$ cat config.mk
export PLATFORM = sky130hd
export DESIGN_NAME = tmu_wrap
export DESIGN_NICKNAME = d
export VERILOG_FILES = /design/src/rtl/tmu_pkg.sv /design/src/rtl/tmu_addr_dec.sv /design/src/rtl/tmu_ctl_regs.sv /design/src/rtl/tmu_rsp.sv /design/src/rtl/tmu_wrap.sv
export SDC_FILE = /design/constraint.sdc
export NUM_CORES = 1
export LEC_CHECK = 0
export BUFFER_PORTS_ARGS = -buffer_cell sky130_fd_sc_hd__buf_2
export CORE_MARGIN = 3
export CORE_UTILIZATION = 39
export DETAILED_ROUTE_END_ITERATION = 12
export PLACE_DENSITY = 0.82
export REMOVE_ABC_BUFFERS = 1
export SYNTH_ARGS = -nofsm -noshare
export SYNTH_HDL_FRONTEND = slang
export SYNTH_HIERARCHICAL = 1
export SYNTH_SLANG_ARGS = --single-unit
$ cat constraint.sdc
create_clock -name clk -period 2.7 [get_ports clk]
set_input_delay 0.27 -clock clk [delete_from_list [all_inputs] [get_ports clk]]
set_output_delay 0.27 -clock clk [all_outputs]
set_load 0.01 [all_outputs]
$ cat src/rtl/tmu_pkg.sv
package tmu_pkg;

   // Number of lanes the port list is sized for.
   localparam int CH_MAX         = 3;
   // Word indices (byte offset / 4) of the shared registers.
   localparam int OCR_WORD       = 0;
   localparam int START_WORD     = 1;
   // First word of lane 0 and the stride between lane windows, in words.
   localparam int FIRST_LANE_WORD = 2;
   localparam int LANE_STRIDE_W   = 3;
   // Window sizes in words; only the capture lane has the extra word.
   localparam int LANE_WORDS_STD = 3;
   localparam int LANE_WORDS_CAP = 4;
   localparam int CAP_LANE       = 2;

   typedef enum logic [1:0] {
      TGT_NONE  = 2'd0,
      TGT_OCR   = 2'd1,
      TGT_START = 2'd2,
      TGT_CHAN  = 2'd3
   } tgt_e;

   typedef struct packed {
      tgt_e       tgt;
      logic [1:0] lane;
      logic [1:0] word;
   } dec_t;

   function automatic int lane_base_word(input int k);
      return FIRST_LANE_WORD + LANE_STRIDE_W * k;
   endfunction

   function automatic int lane_span(input int k);
      return (k == CAP_LANE) ? LANE_WORDS_CAP : LANE_WORDS_STD;
   endfunction

endpackage

$ cat src/rtl/tmu_addr_dec.sv
module tmu_addr_dec
   import tmu_pkg::*;
#(
   parameter int ADDR_W  = 8,
   parameter int NCH     = 3,
   parameter bit HAS_OCR = 1'b1
) (
   input  logic [ADDR_W-1:0] addr,
   output dec_t              dec,
   output logic [CH_MAX-1:0] lane_hit
);

   localparam int WW = ADDR_W - 2;

   logic [WW-1:0] widx;
   logic          aligned;
   logic [1:0]    lane_word [CH_MAX];

   assign widx    = addr[ADDR_W-1:2];
   assign aligned = (addr[1:0] == 2'b00);

   for (genvar k = 0; k < CH_MAX; k++) begin : g_lane
      localparam int BASE = lane_base_word(k);
      localparam int SPAN = lane_span(k);

      assign lane_word[k] = 2'(widx - WW'(BASE));

      if (k < NCH) begin : g_on
         assign lane_hit[k] = aligned
                            && (widx >= WW'(BASE))
                            && (widx <  WW'(BASE + SPAN));
      end else begin : g_off
         assign lane_hit[k] = 1'b0;
      end
   end

   always_comb begin
      dec = '0;
      if (aligned && HAS_OCR && (widx == WW'(OCR_WORD))) begin
         dec.tgt = TGT_OCR;
      end else if (aligned && (widx == WW'(START_WORD))) begin
         dec.tgt = TGT_START;
      end else begin
         for (int k = 0; k < CH_MAX; k++) begin
            if (lane_hit[k]) begin
               dec.tgt  = TGT_CHAN;
               dec.lane = 2'(k);
               dec.word = lane_word[k];
            end
         end
      end
   end

endmodule

$ cat src/rtl/tmu_ctl_regs.sv
module tmu_ctl_regs
   import tmu_pkg::*;
#(
   parameter int NCH     = 3,
   parameter bit HAS_OCR = 1'b1
) (
   input  logic              clk,
   input  logic              rst_n,
   input  logic              wr_ocr,
   input  logic              wr_start,
   input  logic [CH_MAX-1:0] wbits,
   output logic              start_bad,
   output logic              ocr_q,
   output logic [CH_MAX-1:0] start_q
);

   localparam logic [CH_MAX-1:0] RUN_MASK = CH_MAX'((1 << NCH) - 1);

   logic ocr_en;

   // A write that sets a bit for an absent lane is rejected as a whole.
   assign start_bad = wr_start && ((wbits & ~RUN_MASK) != '0);
   assign ocr_en    = HAS_OCR && wr_ocr;

   always_ff @(posedge clk or negedge rst_n) begin
      if (!rst_n) begin
         start_q <= '0;
      end else if (wr_start && !start_bad) begin
         start_q <= wbits & RUN_MASK;
      end
   end

   always_ff @(posedge clk or negedge rst_n) begin
      if (!rst_n) begin
         ocr_q <= 1'b0;
      end else if (ocr_en) begin
         ocr_q <= wbits[0];
      end
   end

   a_r8_bad_start_hold: assert property (@(posedge clk) disable iff (!rst_n)
      start_bad |=> $stable(start_q));

   a_r3_ocr_hold: assert property (@(posedge clk) disable iff (!rst_n)
      !wr_ocr |=> $stable(ocr_q));

   a_r4_start_masked: assert property (@(posedge clk) disable iff (!rst_n)
      (start_q & ~RUN_MASK) == '0);

endmodule

$ cat src/rtl/tmu_rsp.sv
module tmu_rsp
   import tmu_pkg::*;
#(
   parameter int DATA_W = 32
) (
   input  logic                     clk,
   input  logic                     rst_n,
   input  logic                     req_valid,
   input  logic                     req_write,
   input  tgt_e                     tgt,
   input  logic [1:0]               lane,
   input  logic                     bad,
   input  logic                     ocr_q,
   input  logic [CH_MAX-1:0]        start_q,
   input  logic [CH_MAX*DATA_W-1:0] ch_rdata,
   output logic                     rsp_valid,
   output logic [DATA_W-1:0]        rsp_rdata,
   output logic                     rsp_err
);

   logic [DATA_W-1:0] lane_data [CH_MAX];
   logic [DATA_W-1:0] rd;
   logic              err_now;

   for (genvar k = 0; k < CH_MAX; k++) begin : g_slice
      assign lane_data[k] = ch_rdata[k*DATA_W +: DATA_W];
   end

   always_comb begin
      rd = '0;
      unique case (tgt)
         TGT_OCR:   rd = DATA_W'(ocr_q);
         TGT_START: rd = DATA_W'(start_q);
         TGT_CHAN: begin
            for (int k = 0; k < CH_MAX; k++) begin
               if (lane == 2'(k)) rd = lane_data[k];
            end
         end
         default:   rd = '0;
      endcase
   end

   assign err_now = (tgt == TGT_NONE) || bad;

   always_ff @(posedge clk or negedge rst_n) begin
      if (!rst_n) begin
         rsp_valid <= 1'b0;
         rsp_err   <= 1'b0;
         rsp_rdata <= '0;
      end else begin
         rsp_valid <= req_valid;
         rsp_err   <= req_valid && err_now;
         rsp_rdata <= (req_valid && !req_write && !err_now) ? rd : '0;
      end
   end

   a_r9_err_zero_data: assert property (@(posedge clk) disable iff (!rst_n)
      rsp_err |-> (rsp_rdata == '0));

   a_r2_err_needs_valid: assert property (@(posedge clk) disable iff (!rst_n)
      rsp_err |-> rsp_valid);

endmodule

$ cat src/rtl/tmu_wrap.sv
module tmu_wrap
   import tmu_pkg::*;
#(
   parameter int DATA_W   = 32,
   parameter int ADDR_W   = 8,
   parameter bit THREE_CH = 1'b1,
   parameter bit HAS_OCR  = 1'b1,
   parameter bit EXT_CLK  = 1'b0
) (
   input  logic                     clk,
   input  logic                     rst_n,
   input  logic                     req_valid,
   input  logic                     req_write,
   input  logic [ADDR_W-1:0]        req_addr,
   input  logic [DATA_W-1:0]        req_wdata,
   output logic                     rsp_valid,
   output logic [DATA_W-1:0]        rsp_rdata,
   output logic                     rsp_err,
   output logic                     out_ctl,
   output logic [CH_MAX-1:0]        ch_run,
   output logic [CH_MAX-1:0]        ch_sel,
   output logic                     ch_write,
   output logic [1:0]               ch_word,
   output logic [DATA_W-1:0]        ch_wdata,
   input  logic [CH_MAX*DATA_W-1:0] ch_rdata,
   input  logic [CH_MAX-1:0]        ch_irq,
   output logic [CH_MAX-1:0]        irq,
   output logic [CH_MAX-1:0]        ch_cap_en,
   output logic [CH_MAX-1:0]        ch_ext_clk
);

   localparam int NCH = THREE_CH ? CH_MAX : CH_MAX - 1;

   // Elaboration-time parameter checks.
   if (ADDR_W < 6) begin : g_chk_aw
      $error("tmu_wrap: ADDR_W must cover the last lane window");
   end
   if (DATA_W < CH_MAX) begin : g_chk_dw
      $error("tmu_wrap: DATA_W narrower than the run register");
   end

   dec_t              dec;
   logic [CH_MAX-1:0] lane_hit;
   logic              wr_any;
   logic              wr_ocr;
   logic              wr_start;
   logic              start_bad;
   logic              ocr_q;
   logic [CH_MAX-1:0] start_q;

   tmu_addr_dec #(
      .ADDR_W  (ADDR_W),
      .NCH     (NCH),
      .HAS_OCR (HAS_OCR)
   ) u_dec (
      .addr     (req_addr),
      .dec      (dec),
      .lane_hit (lane_hit)
   );

   assign wr_any   = req_valid && req_write;
   assign wr_ocr   = wr_any && (dec.tgt == TGT_OCR);
   assign wr_start = wr_any && (dec.tgt == TGT_START);

   tmu_ctl_regs #(
      .NCH     (NCH),
      .HAS_OCR (HAS_OCR)
   ) u_regs (
      .clk       (clk),
      .rst_n     (rst_n),
      .wr_ocr    (wr_ocr),
      .wr_start  (wr_start),
      .wbits     (req_wdata[CH_MAX-1:0]),
      .start_bad (start_bad),
      .ocr_q     (ocr_q),
      .start_q   (start_q)
   );

   tmu_rsp #(
      .DATA_W (DATA_W)
   ) u_rsp (
      .clk       (clk),
      .rst_n     (rst_n),
      .req_valid (req_valid),
      .req_write (req_write),
      .tgt       (dec.tgt),
      .lane      (dec.lane),
      .bad       (start_bad),
      .ocr_q     (ocr_q),
      .start_q   (start_q),
      .ch_rdata  (ch_rdata),
      .rsp_valid (rsp_valid),
      .rsp_rdata (rsp_rdata),
      .rsp_err   (rsp_err)
   );

   assign ch_sel   = {CH_MAX{req_valid}} & lane_hit;
   assign ch_write = wr_any && (lane_hit != '0);
   assign ch_word  = dec.word;
   assign ch_wdata = req_wdata;
   assign ch_run   = start_q;
   assign out_ctl  = ocr_q;

   for (genvar k = 0; k < CH_MAX; k++) begin : g_strap
      if (k < NCH) begin : g_on
         assign irq[k]        = ch_irq[k];
         assign ch_ext_clk[k] = EXT_CLK;
         assign ch_cap_en[k]  = (k == CAP_LANE);
      end else begin : g_off
         assign irq[k]        = 1'b0;
         assign ch_ext_clk[k] = 1'b0;
         assign ch_cap_en[k]  = 1'b0;
      end
   end

   a_r5_sel_onehot: assert property (@(posedge clk) disable iff (!rst_n)
      $onehot0(ch_sel));

   a_r2_rsp_follows: assert property (@(posedge clk) disable iff (!rst_n)
      req_valid |=> rsp_valid);

   a_r2_no_spurious: assert property (@(posedge clk) disable iff (!rst_n)
      !req_valid |=> !rsp_valid);

   a_r9_lane_not_err: assert property (@(posedge clk) disable iff (!rst_n)
      (req_valid && (ch_sel != '0)) |=> !rsp_err);

   a_r4_run_hold: assert property (@(posedge clk) disable iff (!rst_n)
      !wr_any |=> $stable(ch_run));

   if (NCH < CH_MAX) begin : g_two_chk
      a_r7_no_lane2: assert property (@(posedge clk) disable iff (!rst_n)
         !ch_sel[CAP_LANE] && !ch_run[CAP_LANE]);
   end

endmodule

==> summary.md <==
| Metric | Value |
|---|---|
| Reg2reg setup slack | 1910 ps |
| Area delta synth->final | 25.4% |
| EDFF count, synth | 0 |
| Die W | 88.2 um |
| DR WL/cell | 18.6 um |
| DR pass1 iterations | 4 |
| Area of the multi-input gates | 1220 um^2 |
| Yosys top cell by area | dfrtp_1 |
| Routed vias | 2356 |
| Core Rows | 29 |
| WP data required | 2870 ps |
| Fraction of layout cells with a size suffix above 1 | 0.584 |
| PostCTS Resize Cnt | 0 |
| Initial antenna violation count | 0 |
| Full die area | 7770 um^2 |
| Synth Register Bits | 38 |
| CP delay by family, top | simple AND/OR/NAND/NOR gates |
| GRT Overall Usage | 0.223 |
| P_leak | 1.82 nW |
| Avg Synthesized Cell Area | 9.47 um^2 |
| Routed Antenna Nets | 0 |
| Actual slew at the worst max-slew pin | 826 ps |
| Critical Path Max Stage Delay | 600 ps |
| Area after DPL | 3160 um^2 |
| Sum of buffers and inverters on the critical path | 2 |
| Seq/Total Area, Yosys | 0.361 |
| Final Critical Period | 2460 ps |
| Slowest cell on crit path | or4b_4 |
| DRC | 0 |
| Depth of the CTS H-tree | 2 |
| Clk_skew | 2.02 ps |
| Cell count after synthesis | 278 |
| Count of input and output buffers | 157 |
| RSZ-0062 raised after global routing | no |
| Critical path data arrival time | 2630 ps |
| Maximum vdd drop | 190 uV |
| Worst Setup Start Kind | primary input |
| Starting Density | 0.408 |
| N_diodes | 0 |
| Ports | 228 |
| Reg2Reg Depth | 1 |
| Worst r2r src | u_regs/start_q[2] |
| Worst setup EP type | flip-flop |
| Initial DRC count | 61 |
| Hold buffers post-CTS | 0 |
| Final setup fails | 0 |
| Critical path class | in -> reg |
| Vias in the first global route | 2343 |
| # Max-Cap Violations | 0 |
| Internal | 0.00110 W |
| CTS tree | built |
| Hold crit path type | in -> async |
| Die height | 88.2 um |
| Worst-path clk slew | 70 ps |
| Post-CTS Setup Inserts | 0 |
| Register area | 951 um^2 |
| Fmax | 0.406 GHz |
| CTS root buffer | clkbuf_8 |
| Fin. Hold Viols | 0 |
| Gr ovfl total | 0 |
| Nets | 543 |
| Most common flop cell mapped by yosys | dfrtp_1 |
| Area contributors post-synth | dfrtp_1 (36%), mux2_2 (15%), buf_4 (13%) |
| First-pass GRT wire length | 12.4 mm |
| YS warnings | 6 |
| Design area | 3300 um^2 |
| Final Cycle Share | 0.911 |
| Switching pwr | 0.000305 W |
| Power, Total | 0.00140 W |
| Clock sink total | 38 |
| Yosys top cell area share | 0.361 |
| WL final | 8.84 mm |
| Clock power frac | 0.421 |
| Stages on worst setup path | 8 |
| Largest net degree at the start of global routing | 39 |
| Gpl congestion | 0.842 |
| Cell Area, Synth | 2630 um^2 |
| Final slew viol count | 0 |
| Critical Path Fanout Max | 6 |
| Vias per cell | 4.97 |
| RR Endpoint | u_regs/start_q[2] |
| Sw frac | 0.218 |
| Max-slew headroom | 0.449 |
| Power Density | 425 nW/um^2 |
| DP Wirelength | 7.53 mm |
| CTS Buf Count | 5 |
| Critical path cell sequence | buf_2, or4_4, or4b_4, clkinv_2, nor3_1, a21boi_1, and4b_1, mux2_2 |
| Reg power frac | 0.424 |
| Status | finished clean |
| Fill cell count | 627 |
| Yosys cell types | 41 |
| Core box area | 6460 um^2 |
| Bufs on Longest Clock Path | 2 |
| Async S/R FF share, synth | 1.00 |
| Clock Latency Late Sink | 280 ps |
| Comb pwr share | 0.155 |
-- routing by layer --
| layer | global-route usage | share of wire |
|---|---|---|
| met5 | 0.0714 | 0 |
| met4 | 0.0632 | 0.018 |
| met3 | 0.108 | 0.12 |
| met2 | 0.385 | 0.49 |
| met1 | 0.237 | 0.36 |
-- how the worst max path moves through the flow --
| stage | from | end |
|---|---|---|
| detailed placement | req_addr[7] | u_regs/start_q[2] |
| finish | req_addr[7] | u_regs/start_q[2] |
| global route | req_addr[7] | u_regs/start_q[1] |
| floorplan | req_addr[7] | u_rsp/rsp_rdata[10] |
| global placement | req_addr[7] | u_regs/start_q[2] |
| CTS | req_addr[7] | u_regs/start_q[2] |
-- Yosys cell counts (all sizes together) (2+ instances only) --
library cell and instances:
a211oi 2, a21oi 30, a31oi 2, and2 4, and4b 2, buf 58, conb 3, dfrtp 38
ha 4, inv 5, mux2 37, nand2 63, nor2 3, nor2b 2, nor3 4, nor3b 3
o211ai 2, o21a 2, o21ai 2
-- sequential cells by signal, summed over array words and instances, names as in the netlist --
| signal | flops |
|---|---|
| u_regs/ocr_q | 1 |
| u_regs/start_q | 3 |
| u_rsp/rsp_err | 1 |
| u_rsp/rsp_rdata | 32 |
| u_rsp/rsp_valid | 1 |
-- cells in the final DEF (no fill, tap or decap), types with 2 or more instances in the layout --
| cell | count |
|---|---|
| nand2_1 | 63 |
| buf_4 | 8 |
| nor3b_1 | 2 |
| a21oi_1 | 19 |
| inv_1 | 4 |
| and4b_1 | 2 |
| and2_1 | 3 |
| clkbuf_8 | 6 |
| nor3_1 | 4 |
| a31oi_1 | 2 |
| bufinv_16 | 2 |
| o21a_1 | 2 |
| ha_1 | 4 |
| mux2_2 | 36 |
| buf_2 | 157 |
| o211ai_1 | 2 |
| nor2_1 | 3 |
| dfrtp_1 | 38 |
| conb_1 | 7 |
| a21oi_2 | 11 |
-- power groups by stage --
| stage | Clock [W] | Combinational [W] | Sequential [W] |
|---|---|---|---|
| 2_1_floorplan | 0 | 0.0000814 | 0.000611 |
| 3_3_place_gp | 0 | 0.000212 | 0.000604 |
| 3_5_place_dp | 0 | 0.000220 | 0.000606 |
| 4_1_cts | 0.000606 | 0.000220 | 0.000594 |
| 5_1_grt | 0.000637 | 0.000242 | 0.000596 |
| 6_report | 0.000590 | 0.000217 | 0.000594 |
-- through the flow --
stage                     TNS, ps  cells  setup slack (ps)   util  hold slack [ps]
after floorplan             -3910    223              -139      -            -25.6
after global placement          0    466              21.8  0.489              416
after detailed placement     -182    466             -66.3  0.489              428
after CTS                       0    474               244  0.511              111
after global routing            0    474               113  0.511              153
final                           0    474               240  0.511             80.3
-- cells by family (layout without fill, tap and decap cells) --
kind of cell	Yosys count	after routing	synth area share
compound gates	46	46	0.122
fa+ha+maj	4	4	0.0190
buf+inv	65	180	0.181
flops	38	38	0.361
mux	37	37	0.160
other cells	3	7	0.00428
simple gates	85	85	0.153
-- layout make-up --
| class | instances | area share |
|---|---|---|
| multi-input combinational | 179 | 0.370 |
| sequential | 38 | 0.288 |
| timing repair buffer | 166 | 0.262 |
| tap | 77 | 0.0292 |
| clock buffer | 6 | 0.0250 |
| clock inverter | 2 | 0.0182 |
| inverter | 6 | 0.00720 |
(Power assumes the default switching activity.)
